==> src/rtl/phy_ctrl_regs.sv <==
module phy_ctrl_regs #(
  parameter int AW = 8,
  parameter logic [AW-1:0] FUNC_BASE = 8'h04,
  parameter logic [AW-1:0] IFC_BASE  = 8'h07
) (
  input  logic          clk,
  input  logic          rst_n,
  input  logic [AW-1:0] acc_addr,
  input  logic [7:0]    acc_wdata,
  input  logic          acc_wr,
  input  logic          acc_rd,
  input  logic          stp,
  input  logic          core_done,
  output logic [7:0]    rd_data,
  output logic          dir,
  output logic          core_rst,
  output logic          lowpwr,
  output logic          rxcmd_req,
  output logic [1:0]    opmode,
  output logic [1:0]    xcvr_sel,
  output logic          term_sel,
  output logic [7:0]    ifc_mode
);
  localparam logic [7:0] FUNC_MASK = 8'h7F;
  localparam logic [7:0] IFC_MASK  = 8'hEA;
  localparam logic [7:0] FUNC_RST  = 8'h41;
  localparam int SUSP_BIT = 6;
  localparam int RST_BIT  = 5;

  logic [7:0] func_q, ifc_q, func_d, ifc_d;
  logic       done_d;

  wire f_w = acc_addr == FUNC_BASE;
  wire f_s = acc_addr == FUNC_BASE + AW'(1);
  wire f_c = acc_addr == FUNC_BASE + AW'(2);
  wire i_w = acc_addr == IFC_BASE;
  wire i_s = acc_addr == IFC_BASE + AW'(1);
  wire i_c = acc_addr == IFC_BASE + AW'(2);
  wire wr_ok = acc_wr && !dir;
  wire unmapped = !(f_w || f_s || f_c || i_w || i_s || i_c);

  function automatic logic [7:0] upd(input logic [7:0] old, input logic [7:0] d,
                                     input logic w, input logic s, input logic c);
    if (w)      return d;
    else if (s) return old | d;
    else if (c) return old & ~d;
    return old;
  endfunction

  always_comb begin
    func_d = wr_ok ? (upd(func_q, acc_wdata, f_w, f_s, f_c) & FUNC_MASK) : func_q;
    if (func_q[RST_BIT] && core_done) func_d[RST_BIT] = 1'b0;
    if (!func_q[SUSP_BIT] && stp)     func_d[SUSP_BIT] = 1'b1;
    ifc_d = wr_ok ? (upd(ifc_q, acc_wdata, i_w, i_s, i_c) & IFC_MASK) : ifc_q;
  end

  always_ff @(posedge clk or negedge rst_n) begin
    if (!rst_n) begin
      func_q    <= FUNC_RST;
      ifc_q     <= '0;
      done_d    <= 1'b0;
      rxcmd_req <= 1'b0;
      rd_data   <= '0;
    end else begin
      func_q    <= func_d;
      ifc_q     <= ifc_d;
      done_d    <= func_q[RST_BIT] && core_done;
      rxcmd_req <= done_d;
      if (acc_rd)
        rd_data <= (f_w || f_s || f_c) ? func_q :
                   (i_w || i_s || i_c) ? ifc_q  : 8'h00;
    end
  end

  assign dir      = func_q[RST_BIT];
  assign core_rst = func_q[RST_BIT];
  assign lowpwr   = !func_q[SUSP_BIT];
  assign opmode   = func_q[4:3];
  assign term_sel = func_q[2];
  assign xcvr_sel = func_q[1:0];
  assign ifc_mode = ifc_q;

  a_r6_dir_from_write: assert property (@(posedge clk) disable iff (!rst_n)
    $rose(dir) |-> $past(acc_wr));
  a_r7_rxcmd_after_dir: assert property (@(posedge clk) disable iff (!rst_n)
    rxcmd_req |-> (!dir && $past(dir, 2)));
  a_r7_rxcmd_single: assert property (@(posedge clk) disable iff (!rst_n)
    rxcmd_req |=> !rxcmd_req);
  a_r8_write_blocked: assert property (@(posedge clk) disable iff (!rst_n)
    (dir && acc_wr) |=> ($stable(opmode) && $stable(xcvr_sel) && $stable(term_sel) && $stable(ifc_mode)));
  a_r9_stp_wakes: assert property (@(posedge clk) disable iff (!rst_n)
    (lowpwr && stp) |=> !lowpwr);
  a_r11_unmapped_zero: assert property (@(posedge clk) disable iff (!rst_n)
    (acc_rd && unmapped) |=> (rd_data == 8'h00));
endmodule

==> config.mk <==
export PLATFORM = sky130hd
export DESIGN_NAME = phy_ctrl_regs
export DESIGN_NICKNAME = d
export VERILOG_FILES = /design/src/rtl/phy_ctrl_regs.sv
export SDC_FILE = /design/constraint.sdc
export NUM_CORES = 1
export LEC_CHECK = 0
export BUFFER_PORTS_ARGS = -buffer_cell sky130_fd_sc_hd__buf_2
export CAP_MARGIN = 20
export CORE_ASPECT_RATIO = 0.5
export CORE_MARGIN = 2
export CORE_UTILIZATION = 42
export DETAILED_ROUTE_END_ITERATION = 12
export PLACE_DENSITY = 0.74
export RECOVER_POWER = 50
export SLEW_MARGIN = 20
export SYNTH_ARGS = -nofsm -noshare
export SYNTH_HDL_FRONTEND = slang
export SYNTH_SLANG_ARGS = --single-unit
==> constraint.sdc <==
create_clock -name clk -period 1.4 [get_ports clk]
set_clock_uncertainty 0.05 [all_clocks]
set_input_delay 0.14 -clock clk [delete_from_list [all_inputs] [get_ports clk]]
set_output_delay 0.14 -clock clk [all_outputs]
set_load 0.02 [all_outputs]
# == Word level (Yosys, flattened, before mapping) ==
# Cells that the tools add are included.
# Widths: inputs -> output; s select.
# word_totals
ff_bits,22
inputBits,22
output_inout_bits,25
# classes
n_eq_ne,6
n_mux,18
n_bitwise,5
reduce_logical,17
# op_table
op,n
$mux 8,5
$mux 7,5
$eq 8x3->1 const B,4
$eq 8x4->1 const B,2
$and 8x8->8,1
$mux 1,8
$not 8->8,1
$or 8x8->8,1
$reduce_and 2->1,4
$reduce_bool 2->1,4
$and 7x7->7,1
$or 7x7->7,1
$logic_or 1x1->1,4
$logic_and 1x1->1,3
$logic_not 1->1,2

# == Depth between registers and ports, before layout ==
# Gate-level depths: netlist of run 1.
# logic_depth
word_depth,8
mapped_depth,5

# == Least setup slack after synthesis of run 1 ==
# No wires, ideal clock.
# synth_timing
kind,flip-flop to flip-flop
startpoint,register func_q[5]
endpoint,register with a tool-made name
setup_time_ns,0.134
arrival_ns,1.230
required_time_ns,1.216
setup_slack_ns,-0.014
path_stages_with_launch,5
n_path_buf,0
path_cell_list,dfrtp_1 > and2b_1 > nand3_1 > a21oi_1 > a31oi_1
# synth_rtl
item,line_no,text
from (decl),30,"logic [7:0] func_q, ifc_q, func_d, ifc_d;"
from (signal assigned),65,func_q <= func_d;

==> flow_summary.yaml, run 1 <==
die:
  ioPinCount: 47
  floorplan.initialDensity_pct: 44.1
  die_y_um: 41.0
  floorplan.core_area_sq_um: 2600
  die_area_sq_um: 3190
  row_count: 13
  floorplan.die.width_um: 78.0
pwr:
  internal_power_uw: 996
  power_dissipated_by_switching_net_loads_uw: 435
  power.ir.vdd_worst_v: 0.000443
  power.combinational.fraction_pct: 21.1
  power_density_nw_per_um2: 1010
  clock_power_share_pct: 26.7
  seq_power_share_pct: 52.2
  share_of_total_power_consumed_by_net_switching_pct: 30.4
  power.total_uw: 1430
  leakage_uw: 0.000691
global_route:
  number_of_global_route_vias_before_repair: 839
  global_route_usage_sum_pct: 17.2
  first_pass_grt_wire_length_mm: 4.00
  global_route.overflow_total: 0
  antenna_found_initial: 0
  grt_start_max_net_pins: 23
synthesis:
  ys_async_sr_fraction_pct: 100
  postSynthCellCount: 119
  post_synth_instance_area_sq_um: 1150
  synth-edff-count: 0
  synth_top_cells_by_area: "dfrtp_1 (44%), a21oi_1 (6.5%), o21ai_0 (6.1%)"
  cell_types_with_the_highest_counts_after_synthesis: "dfrtp_1 (20), a21oi_1 (15), inv_1 (14), o21ai_0 (14), buf_4 (9)"
  synthMostInstantiatedCell: "dfrtp_1"
  yosys.area.top_type_share_pct: 43.6
  yosys_register_bits: 22
  synthDistinctLibCells: 31
  synth.largest_area_cell: "dfrtp_1"
  synth.yosys.warnings: 0
  syn-mean-instance-area_sq_um: 9.65
  synth_sequential_area_ratio_pct: 48.1
  ys_dominant_reg_cell: "dfrtp_1"
route:
  drt-met1-wl_mm: 1.18
  drt-pass1-iter-count: 6
  wl_met2_mm: 1.30
  route.detailed.drc: 0
  antenna_left: 0
  highest_routing_layer_actually_used: "met3"
  wl_met3_um: 171
  avgViaCountPerCell: 5.03
  route.detailed.wl_per_inst_um: 13.5
  routed_wl_mm: 2.65
  vias: 991
  detailedRoute.firstIterationViolations: 95
worst_setup_path:
  r2r_cells: 4
  timing.critical_path.arrival_ns: 1.40
  critical_path.n_buffers_inverters: 0
  end_kind: "flop"
  worst-endpoint-required_ns: 1.49
  crit_path_top_delay_cell: "dfrtp_1"
  startpoint_type_of_the_worst_setup_path: "flop"
  worstPathMaxFanout: 6
  critical_path.cell_chain: "and2b_4, nand4_4, o21ai_0, o21ai_0"
  crit-reg2reg-launch: "func_q[5]"
  reg2reg_slack_ns: 0.09
  critical-path-top-cell-by-count: "o21ai_0"
  crit_family: "simple AND/OR/NAND/NOR gates"
  worst_path_largest_cell_delay_ns: 0.39
  crit_type: "reg -> reg"
clock_network:
  cts-root-buf: "clkbuf_8"
  clock_insertion_delay_worst_skew_ns: 0.26
  clock_sink_total: 22
  clockBufferDepth: 2
  clock_tree.htree_level_count: 1
  post_cts.repair.setup_buffers: 0
  path_clk_slew_ns: 0.08
  tritoncts: "yes"
  numCtsBuffers: 3
place:
  place_congestion: 0.773
  dpl_cell_area_sq_um: 1380
  port_buffers: 43
  post-dp-hpwl_mm: 2.05
  placement.setup.worst_slack_ns: -0.0300
sta:
  fmax_mhz: 761
  report.final.hold_viol_count: 0
  maxSlewHeadroom_pct: 63.5
  timing_max_transition_violations_final: 0
  post-route-min-period_ns: 1.31
  layout_setup_ws_ns: 0.0866
  max_slew.worst_pin.slew_ns: 0.548
  rsz0062_at_grt: "no"
  finalSetupViolCount: 0
  final.period_utilization_pct: 93.8
cells_and_area:
  synthToLayoutAreaGrowth_pct: 23.5
  design_area_sq_um: 1420
  final_layout_size_suffix_gt1_share_pct: 31.9
  diodes: 0
  fill_cells: 250
  final_net_count: 184
worst_hold_path:
  timing.hold.worst_path_depth: 2
  hold_path_startpoint: "acc_wdata[7]"
  hold_path.class: "in -> reg"
status:
  status: "finished, final reports clean"
job:
  max_cap_viol_count: 0
## final cells by class
class                           instances  area (sq um)  area share (%)
Sequential cell                        22           553            39.0
Multi-Input combinational cell         73           472            33.2
Timing Repair Buffer                   48           254            17.9
Inverter                               14          52.6            3.70
Tap cell                               37          46.3            3.26
Clock buffer                            3          41.3            2.91
## worst register-to-register path, delay by kind of cell, from the launching register on
| family | cells | cell delay, ns |
|---|---|---|
| flip-flops | 1 | 0.39 |
| AND/OR/NAND/NOR | 2 | 0.47 |
| AO/OA/AOI/OAI | 2 | 0.28 |
## power by group through the flow
stage          registers (uW)  clock network, uW  logic [uW]
6_report                  747                382         303
5_1_grt                   754                411         332
4_1_cts                   745                386         304
3_5_place_dp              758                  0         301
3_3_place_gp              757                  0         289
2_1_floorplan             793                  0         141
## metrics by stage
step	instances	TNS (ns)	hold WS, ns	util [%]
floorplan	121	0	-0.206	-
global placement	193	0	0.0786	52.8
detailed placement	193	-0.0772	0.0813	52.8
CTS	197	0	0.0205	54.8
global route	197	0	0.0280	54.5
finish	197	0	0.0200	54.5
## logic make-up after synthesis
family / synth area share [%]
compound gates: 22.1
simple gates: 17.3
buf+inv: 12.1
flops: 48.1
other cells: 0.326
## how the worst max path moves through the flow
| stage | startpoint | end | slack [ns] | depth (start not counted) |
|---|---|---|---|---|
| CTS | func_q[5] | flop | 0.03 | 4 |
| detailed placement | acc_addr[7] | flop | -0.03 | 7 |
| finish | func_q[5] | flop | 0.09 | 4 |
| global placement | acc_addr[7] | rd_data[3] | 0.02 | 6 |
| floorplan | func_q[5] | flop | 0.06 | 4 |
| global route | func_q[5] | flop | 0.004 | 4 |
## layout by cell type, fill, tap and decap left out
| master | n |
|---|---|
| buf_2 | 34 |
| nor4b_1 | 1 |
| nor2_1 | 4 |
| dlygate4sd3_1 | 1 |
| o21a_1 | 1 |
| dfstp_2 | 2 |
| clkbuf_1 | 9 |
| nand3_2 | 1 |
| a31oi_1 | 5 |
| nor4_4 | 1 |
| o211ai_1 | 1 |
| nand2_1 | 6 |
| inv_1 | 14 |
| a22oi_1 | 4 |
| o211ai_2 | 1 |
| and2b_2 | 1 |
| nand4b_4 | 1 |
| clkbuf_8 | 3 |
| conb_1 | 3 |
| and2_1 | 1 |
| nor4b_2 | 1 |
| and3_1 | 1 |
| clkbuf_2 | 1 |
| o22ai_1 | 1 |
| o21ai_0 | 11 |
| o221ai_1 | 1 |
| and4b_1 | 1 |
| nand3_1 | 4 |
| and2b_4 | 1 |
| dfrtp_1 | 20 |
| buf_4 | 2 |
| nand4_4 | 1 |
| o21ai_1 | 4 |
| nor3b_1 | 1 |
| a21oi_1 | 15 |
| buf_12 | 1 |
## layer usage
metal	vias to the layer above	track usage [%]
li1	492	-
met1	460	21.0
met2	39	32.1
met3	0	3.52
met4	0	6.14
met5	-	0
## what timing repair did
item | CTS | global route
hold buffers | 1 | 0
resized for setup | 0 | 5
endpoints found under the hold margin | 20 | 0
endpoints found under the setup margin | 0 | 6
(Power assumes the default switching activity.)
==> run 2: changes to the inputs <==
--- a/config.mk
+++ b/config.mk
@@ -8,11 +8,11 @@
 export BUFFER_PORTS_ARGS = -buffer_cell sky130_fd_sc_hd__buf_2
 export CAP_MARGIN = 20
 export CORE_ASPECT_RATIO = 0.5
-export CORE_MARGIN = 2
 export CORE_UTILIZATION = 42
 export DETAILED_ROUTE_END_ITERATION = 12
 export PLACE_DENSITY = 0.74
 export RECOVER_POWER = 50
+export SETUP_SLACK_MARGIN = 0.4
 export SLEW_MARGIN = 20
 export SYNTH_ARGS = -nofsm -noshare
 export SYNTH_HDL_FRONTEND = slang
==> flow_summary.yaml, run 2 (synthesis results as in run 1) <==
status:
  status: "finished, final reports clean"
route:
  detailedRoute.firstIterationViolations: 71
  routed_wl_mm: 3.01
  antenna_left: 0
  avgViaCountPerCell: 5.10
  route.detailed.wl_per_inst_um: 13.8
  drt-pass1-iter-count: 4
  vias: 1106
  route.detailed.drc: 0
worst_setup_path:
  timing.critical_path.arrival_ns: 1.40
  crit-reg2reg-launch: "func_q[5]"
  startpoint_type_of_the_worst_setup_path: "flop"
  critical_path.startpoint: "func_q[5]"
  worstPathMaxFanout: 5
  worst-endpoint-required_ns: 1.49
  end_kind: "flop"
  crit_type: "reg -> reg"
sta:
  finalSetupViolCount: 0
  timing_max_transition_violations_final: 0
  maxSlewHeadroom_pct: 64.2
  finalHoldWorstSlack_ns: 0.0118
  report.final.hold_viol_count: 0
  layout_setup_ws_ns: 0.0914
  rsz0062_at_grt: "yes"
  max_slew.worst_pin.slew_ns: 0.537
  post-route-min-period_ns: 1.31
  tns_ns: 0
  fmax_mhz: 764
  final.period_utilization_pct: 93.5
place:
  placement.setup.worst_slack_ns: 0.00150
  port_buffers: 43
  post-dp-hpwl_mm: 1.96
  place_congestion: 0.785
clock_network:
  tritoncts: "yes"
  clockBufferDepth: 2
  clock_tree.htree_level_count: 1
  cts-root-buf: "clkbuf_8"
  clock_sink_total: 22
  clock_insertion_delay_worst_skew_ns: 0.27
  numCtsBuffers: 3
  path_clk_slew_ns: 0.08
pwr:
  power.combinational.fraction_pct: 26.2
  power_density_nw_per_um2: 1030
  leakage_uw: 0.000851
  power_dissipated_by_switching_net_loads_uw: 502
  clock_power_share_pct: 33.1
  share_of_total_power_consumed_by_net_switching_pct: 27.8
  power.ir.vdd_worst_v: 0.000374
  seq_power_share_pct: 40.6
  internal_power_uw: 1300
cells_and_area:
  synthToLayoutAreaGrowth_pct: 52.4
  fill_cells: 164
  final_net_count: 205
  diodes: 0
  most-common-layout-cells: "buf_4 (22), buf_2 (20), dfrtp_1 (19), buf_6 (17), a21oi_1 (14)"
  mostFrequentLayoutCell: "buf_4"
  final_layout_size_suffix_gt1_share_pct: 47.3
global_route:
  grt_start_max_net_pins: 23
  global_route.overflow_total: 0
  antenna_found_initial: 0
  number_of_global_route_vias_before_repair: 1014
  first_pass_grt_wire_length_mm: 4.69
  global_route_usage_sum_pct: 21.7
worst_hold_path:
  hold_path.class: "in -> reg"
  hold_path_startpoint: "core_done"
job:
  max_cap_viol_count: 0
die:
  floorplan.initialDensity_pct: 48.1
  ioPinCount: 47
  floorplan.die.width_um: 76.0
  die_y_um: 39.0
  row_count: 12
  die_area_sq_um: 2960
  floorplan.core_area_sq_um: 2390
-- run 2: cell types whose count changed in the layout (fill, tap and decap cells not counted), moves of 2 or more --
| cell | delta |
|---|---|
| buf_2 | -14 |
| o21ai_0 | -9 |
| buf_4 | +20 |
| nand3_1 | -3 |
| buf_6 | +17 |
| nand3_2 | +2 |
| o21ai_2 | +3 |
| o21ai_1 | +6 |
-- run 2: worst paths after layout --
check                           cells past startpoint  slack [ns]          to
max in group asynchronous                           2        0.59   func_q[5]
min in group asynchronous                           2        0.32  rd_data[3]
worst min register to register                      0        0.31   rxcmd_req
worst min-delay path                                2        0.01   func_q[5]
worst max register to register                      4        0.09        flop
worst max-delay path                                4        0.09        flop
-- run 2: what timing repair did --
item                                    in CTS  in global routing
resized for setup                           35                 23
pin swaps                                    4                  2
endpoints found under the hold margin       20                  0
cloned                                       0                  0
buffers inserted                            16                  4
endpoints found under the setup margin      38                 41
hold buffers                                 1                  0
-- run 2: stage by stage --
step	util (%)	cell area [sq um]	instances	power (uW)
after floorplan	-	1180	121	941
after global placement	58.2	1390	192	1050
after detailed placement	58.2	1390	192	1060
after CTS	71.0	1700	213	1780
after global routing	73.3	1750	217	1870
final	73.3	1750	217	1800
-- run 2: layout make-up --
type / count / area (sq um) / area share (%)
Tap cell: 35 / 43.8 / 2.50
Timing Repair Buffer: 69 / 502 / 28.7
Sequential cell: 22 / 554 / 31.7
Multi-Input combinational cell: 73 / 527 / 30.1
Inverter: 14 / 52.6 / 3.00
Clock buffer: 3 / 41.3 / 2.36
Clock inverter: 1 / 30.0 / 1.72
-- run 2: power groups by stage --
stage / Sequential (uW) / Clock, uW / Combinational [uW]
floorplan: 795 / 0 / 146
CTS: 730 / 605 / 450
global route: 739 / 626 / 508
finish: 734 / 598 / 474
detailed placement: 758 / 0 / 302
global placement: 756 / 0 / 294
-- run 2: metal layers --
layer	global-route usage, %	up-vias	wire length (um)
met5	0	-	0
met4	11.1	0	53
met3	5.41	6	187
met2	37.0	49	1380
met1	26.8	515	1390
li1	-	536	-
-- run 2: critical path, cell delays in order (launching register included) --
cell	delay, ns
dfrtp_2	0.41
and2b_4	0.32
o211ai_1	0.20
nand2_1	0.12
a31oi_1	0.09
